$ cat src/rtl/gpio_chg_pkg.sv
package gpio_chg_pkg;
  localparam int FIELD_W = 3;

  function automatic int stat_pos(input int n);
    return FIELD_W * n;
  endfunction

  function automatic int out_pos(input int n);
    return FIELD_W * n + 1;
  endfunction

  function automatic int in_pos(input int n);
    return FIELD_W * n + 2;
  endfunction
endpackage

$ cat src/rtl/gpio_in_sync.sv
module gpio_in_sync #(
  parameter int PINS = 5
) (
  input  logic            clk,
  input  logic            rst_n,
  input  logic [PINS-1:0] raw,
  output logic [PINS-1:0] lvl,
  output logic [PINS-1:0] chg
);
  logic [PINS-1:0] meta_q;
  logic [PINS-1:0] lvl_q;
  logic [PINS-1:0] prev_q;

  always_ff @(posedge clk) begin
    if (!rst_n) begin
      meta_q <= '0;
      lvl_q  <= '0;
      prev_q <= '0;
    end else begin
      meta_q <= raw;
      lvl_q  <= meta_q;
      prev_q <= lvl_q;
    end
  end

  assign lvl = lvl_q;
  assign chg = lvl_q ^ prev_q;
endmodule

$ cat src/rtl/gpio_pin_slice.sv
module gpio_pin_slice (
  input  logic clk,
  input  logic rst_n,
  input  logic wr_hit,
  input  logic wr_out,
  input  logic wr_clr,
  input  logic chg,
  output logic out_q,
  output logic stat_q
);
  always_ff @(posedge clk) begin
    if (!rst_n) begin
      out_q  <= 1'b0;
      stat_q <= 1'b0;
    end else begin
      if (wr_hit) out_q <= wr_out;
      // a fresh change outranks a clear in the same cycle
      stat_q <= chg | (stat_q & ~(wr_hit & wr_clr));
    end
  end
endmodule

$ cat src/rtl/gpio_read_pack.sv
module gpio_read_pack
  import gpio_chg_pkg::*;
#(
  parameter int PINS   = 5,
  parameter int DATA_W = 32
) (
  input  logic              sel,
  input  logic [PINS-1:0]   lvl,
  input  logic [PINS-1:0]   outv,
  input  logic [PINS-1:0]   stat,
  output logic [DATA_W-1:0] word
);
  always_comb begin
    word = '0;
    if (sel) begin
      for (int n = 0; n < PINS; n++) begin
        word[stat_pos(n)] = stat[n];
        word[out_pos(n)]  = outv[n];
        word[in_pos(n)]   = lvl[n];
      end
    end
  end
endmodule

$ cat src/rtl/gpio_chg_bank.sv
module gpio_chg_bank
  import gpio_chg_pkg::*;
#(
  parameter int                PINS     = 5,
  parameter int                DATA_W   = 32,
  parameter int                ADDR_W   = 8,
  parameter logic [ADDR_W-1:0] REG_ADDR = 8'h0C
) (
  input  logic              clk,
  input  logic              rst_n,
  input  logic [ADDR_W-1:0] bus_addr,
  input  logic              bus_wr,
  input  logic [DATA_W-1:0] bus_wdata,
  output logic [DATA_W-1:0] bus_rdata,
  input  logic [PINS-1:0]   pin_in,
  input  logic [PINS-1:0]   pin_dir,
  input  logic [PINS-1:0]   irq_en,
  output logic [PINS-1:0]   pin_out,
  output logic [PINS-1:0]   pin_oe,
  output logic [PINS-1:0]   irq
);
  localparam int USED_W = FIELD_W * PINS;

  logic            sel;
  logic            wr_hit;
  logic [PINS-1:0] lvl;
  logic [PINS-1:0] chg;
  logic [PINS-1:0] out_q;
  logic [PINS-1:0] stat_q;
  logic            unused_wdata;

  assign sel          = (bus_addr == REG_ADDR);
  assign wr_hit       = sel & bus_wr;
  assign unused_wdata = ^{bus_wdata[DATA_W-1:USED_W], bus_wdata[USED_W-1:0] & '0};

  gpio_in_sync #(.PINS(PINS)) u_sync (
    .clk  (clk),
    .rst_n(rst_n),
    .raw  (pin_in),
    .lvl  (lvl),
    .chg  (chg)
  );

  for (genvar n = 0; n < PINS; n++) begin : g_pin
    gpio_pin_slice u_slice (
      .clk   (clk),
      .rst_n (rst_n),
      .wr_hit(wr_hit),
      .wr_out(bus_wdata[out_pos(n)]),
      .wr_clr(bus_wdata[stat_pos(n)]),
      .chg   (chg[n]),
      .out_q (out_q[n]),
      .stat_q(stat_q[n])
    );
  end

  gpio_read_pack #(.PINS(PINS), .DATA_W(DATA_W)) u_pack (
    .sel (sel),
    .lvl (lvl),
    .outv(out_q),
    .stat(stat_q),
    .word(bus_rdata)
  );

  assign pin_oe  = pin_dir;
  assign pin_out = out_q & pin_dir;
  assign irq     = stat_q & irq_en;
endmodule

$ cat config.mk
export PLATFORM = sky130hd
export DESIGN_NAME = gpio_chg_bank
export DESIGN_NICKNAME = d
export VERILOG_FILES = /design/src/rtl/gpio_chg_pkg.sv /design/src/rtl/gpio_in_sync.sv /design/src/rtl/gpio_pin_slice.sv /design/src/rtl/gpio_read_pack.sv /design/src/rtl/gpio_chg_bank.sv
export SDC_FILE = /design/constraint.sdc
export NUM_CORES = 1
export LEC_CHECK = 0
export ABC_AREA = 1
export BUFFER_PORTS_ARGS = -buffer_cell sky130_fd_sc_hd__buf_2
export CORE_AREA = 2 2 63 65
export DETAILED_ROUTE_END_ITERATION = 10
export DIE_AREA = 0 0 65 67
export PLACE_DENSITY = 0.83
export SYNTH_ARGS = -nofsm -noshare
export SYNTH_HDL_FRONTEND = slang
export SYNTH_SLANG_ARGS = --single-unit
$ cat constraint.sdc
create_clock -name clk -period 1.55 [get_ports clk]
set_clock_uncertainty 0.1 [all_clocks]
set_input_delay 0.31 -clock clk [delete_from_list [all_inputs] [get_ports clk]]
set_output_delay 0.31 -clock clk [all_outputs]
set_load 0.05 [all_outputs]
Word-level counts from Yosys, hierarchy flattened

Cells that the tools add are included.

Eq/ne operators: 1
Muxes and demuxes: 1
Bitwise gates (word level): 24

Operators with widths:

| operator             | number |
|---|---|
| $mux W15             | 1 |
| $and A1 B1 Y1        | 11 |
| $and A5 B5 Y5        | 2 |
| $eq A8 B4 Y1 const B | 1 |
| $not A1 Y1           | 5 |
| $or A1 B1 Y1         | 5 |
| $xor A5 B5 Y5        | 1 |

Register bits after elaboration: 25
Bits of input ports: 58
Output and inout port bits: 47
Logic and storage cells: 39

Logic depth before layout (Yosys ltp)

Gate-level depths: netlist of the first run.

Depth in word-level cells: 6
Depth in mapped cells: 8
Depth with buffers taken out: 8

Hierarchy

A second synthesis of the first run with hierarchy kept.

Cell total of the unflattened synthesis: 216
Area total of the unflattened synthesis: 1348.8 µm²

Modules (own cells, without submodules):

| module         | times used | cells an instance | area each (µm²) | seq. area each (µm²) |
|---|---|---|---|---|
| gpio_in_sync   | 1          | 71                | 518.0           | 300.3 |
| gpio_pin_slice | 5          | 11                | 80.1            | 40.0 |
| gpio_read_pack | 1          | 49                | 255.2           | 0.0 |
| gpio_chg_bank  | 1          | 41                | 175.2           | 0.0 |

Worst setup path before layout of the first run

Ideal clock, no wire load.

Path kind: input-to-output
From: in bus_addr[5]
To: out bus_rdata[0]
Data arrival time: 1538 ps
Data required time: 1140 ps
Setup slack: -398 ps
Cell stages on the path: 6
Buffers on the path: 1
Path through: nor2_1 -> nand2_1 -> nor2_4 -> inv_2 -> buf_6 -> nor2_1

Longest elaborated chain between the ends: 2

Ends and longest elaborated chain:

| item         | line                 | text |
|---|---|---|
| from (decl)  | gpio_chg_bank.sv:11  | `input logic [ADDR_W-1:0] bus_addr,` |
| $eq A8 B4 Y1 | gpio_chg_bank.sv:32  | `assign sel = (bus_addr == REG_ADDR);` |
| $mux W15     | gpio_read_pack.sv:15 | `if (sel) begin` |
| to (decl)    | gpio_chg_bank.sv:14  | `output logic [DATA_W-1:0] bus_rdata,` |

No other way between the ends.

Worst setup path in the final report of the first run

From: in bus_addr[7]
To: out bus_rdata[7]

The elaborated chain is that of the path after synthesis.

==> results of run 1 <==
what timing repair did:
action | in CTS | in global routing
endpoints found under the setup margin | 15 | 15
setup buffers | 1 | 0
endpoints found under the hold margin | 0 | 0
resized for setup | 33 | 0
synth_stat cells, drive strengths merged:
master,instances,area share
nand2,44,0.14
inv,43,0.13
nor2,29,0.096
dfxtp,25,0.40
buf,24,0.15
a21oi,5,0.020
nand3,5,0.020
xnor2,5,0.035
clkbuf,1,0.0030
conb,1,0.0030
state kept, by name, summed over array words and instances, names as in the netlist:
register / flops
u_sync.lvl: 5
g_pin.u_slice.stat_q: 5
u_sync.prev_q: 5
g_pin.u_slice.out_q: 5
u_sync.meta_q: 5
cell type report:
| type | count | area [um^2] | share of cell area |
|---|---|---|---|
| inverter | 43 | 169 | 0.0953 |
| tap | 48 | 60.1 | 0.0339 |
| timing repair buffer | 67 | 434 | 0.245 |
| clock buffer | 3 | 41.3 | 0.0233 |
| clock inverter | 1 | 8.76 | 0.00494 |
| sequential | 25 | 500 | 0.282 |
| multi-input combinational | 105 | 559 | 0.315 |
worst max-delay path by stage:
stage                   endpoint  slack, ps  cells past startpoint
global placement    bus_rdata[0]       -110                      7
detailed placement  bus_rdata[5]       -120                      7
CTS                 bus_rdata[6]        -10                      7
floorplan           bus_rdata[0]        -50                      6
finish              bus_rdata[7]        -20                      7
global route        bus_rdata[7]        -80                      7
worst register-to-register path, delay by kind of cell (launching register included):
kind	cells	cell delay, ps
and+or+nand+nor	3	200
DFF	1	350
buffers and inverters	1	80
power by group through the flow:
| stage | sequential (mW) | combinational, mW | clock [mW] |
|---|---|---|---|
| global placement | 0.697 | 0.259 | 0 |
| detailed placement | 0.698 | 0.262 | 0 |
| finish | 0.682 | 0.263 | 0.390 |
| global route | 0.687 | 0.282 | 0.432 |
| floorplan | 0.694 | 0.238 | 0 |
| CTS | 0.683 | 0.264 | 0.401 |
per-layer routing:
metal	global-route usage	part of all wire	wire (um)
met1	0.119	0.37	936
met2	0.222	0.51	1280
met3	0.0338	0.11	276
met4	0.0479	0.011	27
met5	0	0	0
through the flow:
| step | hold WS [ps] | total power [mW] |
|---|---|---|
| after floorplan | 290 | 0.932 |
| after CTS | 109 | 1.35 |
| final | 113 | 1.34 |
| after detailed placement | 297 | 0.960 |
| after global routing | 113 | 1.40 |
| after global placement | 292 | 0.955 |
logic make-up after synthesis:
group / Yosys count
and+or+nand+nor: 78
buffers and inverters: 68
DFF: 25
AOI/OAI and AO/OA: 5
xor gates and xnor gates: 5
other: 1
==> results by group, run 1 <==
Timing
  • Final Max Slew Viols: 0
  • RSZ-0062 raised after global routing: yes
  • Final setup fails: 3
  • Final Critical Period: 1570 ps
  • Final hold violation count: 0
  • Max Freq: 639 MHz
  • Final WS setup: -15.1 ps
  • Setup TNS: -18.2 ps
  • Final period utilization: 1.01

Floorplan
  • Die Wd: 65 um
  • Area of the core: ~0.0036 mm^2
  • Vert. Die Dim: 67 um
  • # rows: 22
  • Starting density of the core: 0.343
  • # IOs: 105
  • Die ar.: 0.00436 mm^2

Power
  • Switch share: 0.312
  • Worst IR Drop VDD: 0.269 mV
  • Power share of the clock group: 0.292
  • Internal power: 919 uW
  • Comb power frac: 0.197
  • Sequential fraction of design power: 0.511
  • Leak: 1.02 nW
  • Power density cells: 753 mW/mm^2
  • Switching power: around 420 uW

Clock network
  • H-tree depth: 1
  • Clk Latency, worst-skew pair: 270 ps
  • Root Driver: clkbuf_8
  • Num CTS Buffers: 3
  • Clock transition at path regs: 90 ps
  • CTS tree: built
  • CTS Buffer Depth: 2
  • Sink Count: 25
  • CTS Hold Bufs: 0

Place
  • Buffers on Ports: 65
  • Post-placement setup slack: -118 ps
  • Placed insts: 287
  • HPWL after DPL: about 1.9 mm
  • RePlAce Congestion: 0.659
  • Area after DPL: 0.00161 mm^2

Finish
  • Fill count: 355
  • Commonest non-fill, non-tap cell in the layout: buf_2
  • Final cell count without fillers: 292
  • Commonest cells after routing, fill and taps aside: buf_2, inv_1, nand2_1, dfxtp_1, conb_1
  • Fin area: 0.00177 mm^2
  • Final core occ: 0.492
  • Area Growth Syn to Fin: 43.4%
  • Number of nets in the layout: approximately 300
  • ANT cells: 0
  • Fraction of layout cells with a size suffix above 1: 0.393

Status
  • Run status: finished with violations
  • Failing checks: negative setup slack

Job
  • Max cap viols: 0

Setup path
  • Flop-to-flop setup slack: 750 ps
  • Reg2reg end: g_pin[1].u_slice.out_q
  • Worst EP required: 1140 ps
  • Path depth of the worst reg2reg path: 4
  • WP buf/inv: 3
  • Startpoint class of the critical path: input port
  • Worst setup EP type: output pin
  • Slowest cell on the critical path: nor2_4
  • Top delay family on crit path: simple AND/OR/NAND/NOR gates
  • Arr. time, crit path: 1160 ps
  • CP peak stage delay: 170 ps
  • Critical Path Start: bus_addr[7]
  • CP max FO: 15
  • Crit Path Class: input port to output pin
  • Crit-path cells: buf_2 -> nor2_4 -> nand2_2 -> nor2_4 -> inv_8 -> nor2_2 -> buf_6
  • Most frequent CP cell: nor2_4
  • Reg2Reg Launch Point: g_pin[1].u_slice.out_q

Synth
  • Post-synthesis compound-gate area fraction: 0.0202
  • Post-Synth Simple-Gate Area: 0.256
  • Cell variety after synth: 16
  • Yosys Warn Count: 0
  • Main combinational cell family by area after synthesis: buffers and inverters
  • Adder-Cell Fraction of Synth Area: 0
  • Post-Synthesis Cells: 182
  • Register bit total from synthesis: 25
  • Synth Cell Area: about 0.0012 mm^2
  • Mean post-synth cell area: between 6 and 7 um^2
  • XOR/XNOR Fraction of Synth Area: 0.0354
  • Mux share of post-synthesis cell area: 0
  • Sequential share of the synthesized area: 0.405

Route
  • DRC: 0
  • Post-DRT Antenna Nets: 0
  • Vias per cell: between 3 and 4
  • Via count: 1103
  • Post-Route WL: 2.52 mm
  • Initial drt markers: 26
  • Drt pass-1 iters: 4
  • WL/cell: about 8.6 um

GRT
  • Total grt overflow: 0
  • Vias in the first global route: 979
  • Initial antenna violation count: 0
  • Largest net degree at the start of global routing: 22
  • First-pass GRT wire length: ~4.0 mm
  • Gr usage total: 0.117

Min path
  • HP Class: input port to register
  • Min-Delay Startpoint: pin_in[0]
  • Hold depth: 3
  • Hold Path End: u_sync.meta_q[0]
(Power assumes the default switching activity.)
==> inputs of run 2 (changes only) <==
--- a/config.mk
+++ b/config.mk
@@ -7,10 +7,12 @@
 export LEC_CHECK = 0
 export ABC_AREA = 1
 export BUFFER_PORTS_ARGS = -buffer_cell sky130_fd_sc_hd__buf_2
-export CORE_AREA = 2 2 63 65
+export CELL_PAD_IN_SITES_DETAIL_PLACEMENT = 0
+export CELL_PAD_IN_SITES_GLOBAL_PLACEMENT = 1
+export CORE_AREA = 2 2 75 77
 export DETAILED_ROUTE_END_ITERATION = 10
-export DIE_AREA = 0 0 65 67
-export PLACE_DENSITY = 0.83
+export DIE_AREA = 0 0 77 79
+export PLACE_DENSITY = 0.89
 export SYNTH_ARGS = -nofsm -noshare
 export SYNTH_HDL_FRONTEND = slang
 export SYNTH_SLANG_ARGS = --single-unit
==> run 2 against run 1 <==
Effect of this change: the flow still finishes with violations (negative setup slack); combinational power is essentially flat; hold slack improved by 10 ps; flip-flop and latch count did not move; register-to-register slack about the same; critical path depth unchanged; setup slack lost 22 ps; non-clock buffer count is 1 higher; power up 0.46%; via count is 0.45% higher.
==> results by group, run 2 (synthesized netlist as in run 1, its figures left out) <==
GRT
  • Vias in the first global route: 975
  • Initial antenna violation count: 0
  • Total grt overflow: 0
  • Largest net degree at the start of global routing: 17
  • First-pass GRT wire length: roughly 4 mm
  • Gr usage total: 0.0827

Floorplan
  • Area of the core: 0.00534 mm^2
  • Die ar.: approximately 0.006 mm^2
  • # rows: 27
  • # IOs: 105
  • Vert. Die Dim: roughly 79 um
  • Starting density of the core: 0.232
  • Die Wd: 77 um

Finish
  • Footprint of the multi-input gates: 557 um^2
  • Fin area: ~0.0018 mm^2
  • Fraction of layout cells with a size suffix above 1: 0.392
  • Fill count: 577
  • ANT cells: 0
  • Number of nets in the layout: 304
  • Area Growth Syn to Fin: 46.3%
  • Final core occ: 0.339
  • FF+latch area: 500 um^2
  • Commonest cells after routing, fill and taps aside: buf_2, inv_1, nand2_1, dfxtp_1, conb_1
  • Final cell count without fillers: 317
  • Commonest non-fill, non-tap cell in the layout: buf_2

Clock network
  • Clock transition at path regs: roughly 90 ps
  • CTS Hold Bufs: 0
  • Sink Count: 25
  • Clk Latency, worst-skew pair: roughly 260 ps
  • Root Driver: clkbuf_8
  • Num CTS Buffers: 3
  • CTS tree: built
  • H-tree depth: 1
  • CTS Buffer Depth: 2

Timing
  • Final setup fails: 5
  • Final hold violation count: 0
  • Max Freq: around 630 MHz
  • Final period utilization: 1.02
  • Final Max Slew Viols: 0
  • Final WS setup: -37.5 ps
  • RSZ-0062 raised after global routing: yes
  • Final Critical Period: between 1500 and 2000 ps
  • Setup TNS: -90.4 ps

Min path
  • Hold depth: 3
  • Hold Path End: u_sync.meta_q[4]
  • HP Class: input port to register
  • Min-Delay Startpoint: pin_in[4]

Place
  • Post-placement setup slack: -121 ps
  • Area after DPL: 0.00165 mm^2
  • RePlAce Congestion: ~0.64
  • HPWL after DPL: 1.98 mm
  • Placed insts: 312
  • Buffers on Ports: 65

Setup path
  • Crit Path Class: input port to output pin
  • Worst EP required: between 1000 and 1500 ps
  • Worst setup EP type: output pin
  • Path depth of the worst reg2reg path: 2
  • CP max FO: 15
  • Startpoint class of the critical path: input port
  • Flop-to-flop setup slack: 760 ps
  • Critical Path Start: bus_addr[7]
  • Reg2Reg Launch Point: u_sync.lvl[3]
  • Arr. time, crit path: 1180 ps
  • Reg2reg end: g_pin[3].u_slice.stat_q

Route
  • DRC: 0
  • Via count: 1108
  • Post-DRT Antenna Nets: 0
  • Drt pass-1 iters: 3
  • Post-Route WL: 2.50 mm
  • Initial drt markers: 21
  • Vias per cell: 3.50
  • WL/cell: 7.88 um

Job
  • Max cap viols: 0

Status
  • Failing checks: negative setup slack
  • Run status: finished with violations

Power
  • Power density cells: 742 mW/mm^2
  • Leak: 1.02 nW
  • Worst IR Drop VDD: about 0.36 mV
[run 2: worst max path at each step]
stage | slack (ps) | cells after the start | to
floorplan | -50 | 6 | bus_rdata[0]
global placement | -110 | 7 | bus_rdata[0]
detailed placement | -120 | 7 | bus_rdata[0]
CTS | -20 | 7 | bus_rdata[14]
global route | -100 | 7 | bus_rdata[14]
finish | -40 | 7 | bus_rdata[14]
[run 2: cell type report]
class	instances	area share
clock inverters	1	0.00484
flip-flops and latches	25	0.277
repair buffers	68	0.244
multi-input cells	105	0.308
well taps	72	0.0498
inverters	43	0.0934
clock buffers	3	0.0228
[run 2: report_power, final]
| part | internal [mW] | total, mW | switching [mW] |
|---|---|---|---|
| clock network | 0.188 | 0.395 | 0.207 |
| registers | 0.668 | 0.682 | 0.0146 |
| logic | 0.0656 | 0.264 | 0.199 |
[run 2: metal layers]
layer	vias to the layer above	GRT usage	wire, um
met5	-	0	0
met2	49	0.157	1260
met3	2	0.0205	231
met4	0	0.0321	29
met1	458	0.0879	980
li1	599	-	-
[run 2: what timing repair did]
action / in CTS / in global routing
setup endpoints to repair: 15 / 15
setup buffers: 1 / 0
endpoints found under the hold margin: 0 / 0
cloned: 0 / 0
gates resized for setup: 32 / 0
pin swaps: 1 / 0
[run 2: worst max-delay path, stage by stage]
cell	delay [ps]
buf_2	110
nor2_4	100
nand2_2	70
nor2_4	180
inv_8	120
nor2_2	120
buf_6	170
[run 2: per-stage QoR]
step	power [mW]	hold WS (ps)
global route	1.43	120
global placement	0.959	294
floorplan	0.932	290
finish	1.34	124
CTS	1.37	121
detailed placement	0.963	295
==> inputs of run 3 (changes only) <==
--- a/config.mk
+++ b/config.mk
@@ -9,10 +9,11 @@
 export BUFFER_PORTS_ARGS = -buffer_cell sky130_fd_sc_hd__buf_2
 export CELL_PAD_IN_SITES_DETAIL_PLACEMENT = 0
 export CELL_PAD_IN_SITES_GLOBAL_PLACEMENT = 1
-export CORE_AREA = 2 2 75 77
+export CORE_AREA = 2 2 74 76
+export CTS_BUF_LIST = sky130_fd_sc_hd__clkbuf_2
 export DETAILED_ROUTE_END_ITERATION = 10
-export DIE_AREA = 0 0 77 79
-export PLACE_DENSITY = 0.89
+export DIE_AREA = 0 0 76 78
+export PLACE_DENSITY = 0.91
 export SYNTH_ARGS = -nofsm -noshare
 export SYNTH_HDL_FRONTEND = slang
 export SYNTH_SLANG_ARGS = --single-unit
==> run 3 against run 2 <==
Effect of this change: the run now ends clean; combinational power increased by 6%; global-route usage increased by 0.41 points; utilization increased by 2.8 points; sequential power increased by 0.7%; power decreased by 9.1%; register-to-register slack got worse by 100 ps; hold slack got worse by 98 ps; critical path depth unchanged; sequential share of layout area increased by 0.14 points.
==> results by group, run 3 (synthesized netlist as in run 1, its figures left out) <==
Setup path
  • Most frequent CP cell: nor2_4
  • Worst setup EP type: output pin
  • Worst EP required: roughly 1100 ps
  • CP peak stage delay: 170 ps
  • Crit Path Class: input port to output pin
  • Startpoint class of the critical path: input port
  • Crit-path cells: buf_2 -> nor2_4 -> nand2_2 -> nor2_4 -> inv_8 -> nor2_2 -> buf_6
  • CP max FO: 15
  • Arr. time, crit path: 1130 ps
  • Slowest cell on the critical path: nor2_4

Clock network
  • Sink Count: 25
  • H-tree depth: 1
  • Root Driver: clkbuf_2
  • Num CTS Buffers: 3
  • CTS tree: built
  • Clk Latency, worst-skew pair: around 350 ps
  • Clock transition at path regs: 230 ps
  • CTS Buffer Depth: 2

Finish
  • Final cell count without fillers: 318
  • Area Growth Syn to Fin: 49.5%
  • ANT cells: 0
  • Number of nets in the layout: 307
  • Fraction of layout cells with a size suffix above 1: 0.444
  • Commonest non-fill, non-tap cell in the layout: inv_1
  • Fin area: 0.00185 mm^2
  • Commonest cells after routing, fill and taps aside: inv_1, nand2_1, buf_2, conb_1, buf_6
  • Fill count: ~540

Job
  • Max cap viols: 0

Power
  • Sequential fraction of design power: 0.563
  • Switching power: 412 uW
  • Switch share: 0.337
  • Worst IR Drop VDD: 0.270 mV
  • Power density cells: 660 mW/mm^2
  • Power share of the clock group: 0.208
  • Comb power frac: 0.229
  • Leak: 1.03 nW
  • Internal power: between 800 and 900 uW

Route
  • Via count: 1153
  • Post-DRT Antenna Nets: 0
  • Post-Route WL: roughly 2.6 mm
  • Vias per cell: roughly 3.6
  • DRC: 0
  • Initial drt markers: 14
  • Drt pass-1 iters: 2
  • WL/cell: 8.31 um

Min path
  • HP Class: input port to register

Floorplan
  • Vert. Die Dim: 78 um
  • # rows: 26
  • # IOs: between 100 and 150
  • Die Wd: 76 um
  • Starting density of the core: 0.245
  • Area of the core: 0.00504 mm^2
  • Die ar.: slightly below 0.006 mm^2

GRT
  • First-pass GRT wire length: approximately 4.2 mm
  • Vias in the first global route: 994
  • Initial antenna violation count: 0
  • Gr usage total: 0.0868
  • Total grt overflow: 0
  • Largest net degree at the start of global routing: 16

Timing
  • Final period utilization: 0.995
  • Final setup fails: 0
  • Final WS setup: 8.33 ps
  • Final Critical Period: 1540 ps
  • RSZ-0062 raised after global routing: yes
  • Final hold violation count: 0
  • Final Max Slew Viols: 0
  • Max Freq: 649 MHz

Place
  • Area after DPL: 0.00166 mm^2
  • Buffers on Ports: 65
  • Placed insts: 311
  • RePlAce Congestion: 0.713
  • HPWL after DPL: 1.99 mm
  • Post-placement setup slack: -126 ps

Status
  • Run status: completed
[run 3: cell types whose count changed in the layout (fill, tap and decap cells not counted), sizes merged]
cell         previous run  this run
clkbuf                  3        10
buf                    68        63
clkinv                  0         1
dlygate4sd3             0         1
inv                    44        43
[run 3: routing by layer]
metal	vias to the layer above	routed length (um)	global-route usage
met3	4	210	0.0221
met2	50	1340	0.159
li1	604	-	-
met5	-	0	0
met4	0	44	0.0491
met1	495	1040	0.0906
[run 3: worst paths after layout]
path	slack [ps]	from	end	depth (start not counted)
worst min register to register	320	u_sync.meta_q[4]	u_sync.lvl[4]	2
worst max register to register	660	u_sync.lvl[0]	g_pin[0].u_slice.stat_q	3
worst max-delay path	8	bus_addr[6]	bus_rdata[14]	7
worst min-delay path	30	pin_in[2]	u_sync.meta_q[2]	3
[run 3: cell type report]
class	count	area, um^2	area share
multi-input combinational	105	559	0.303
clock inverter	1	5.00	0.00271
tap	70	87.6	0.0474
timing repair buffer	71	498	0.269
clock buffer	3	15.0	0.00812
sequential	25	514	0.278
inverter	43	169	0.0914
[run 3: per-stage QoR]
step	util	hold WS [ps]	power, mW	setup TNS [ps]
floorplan	-	290	0.932	-465
global placement	0.329	295	0.962	-1560
detailed placement	0.329	295	0.965	-1660
CTS	0.355	3.58	1.23	-6.03
global route	0.367	8.60	1.28	-449
finish	0.367	25.6	1.22	0
[run 3: critical path: cells and delay by family]
kind	cells	cell delay [ps]
and+or+nand+nor	4	410
buffers and inverters	3	390
[run 3: what timing repair did]
item,CTS,global route
endpoints found under the setup margin,16,24
hold buffers,0,1
setup buffers,0,2
hold endpoints to repair,0,1
gates resized for setup,37,20
[run 3: power by group through the flow]
stage          Combinational, mW  Sequential, mW  Clock, mW
2_1_floorplan              0.238           0.694          0
3_3_place_gp               0.265           0.697          0
3_5_place_dp               0.267           0.698          0
4_1_cts                    0.271           0.686      0.271
5_1_grt                    0.298           0.692      0.294
6_report                   0.279           0.687      0.253
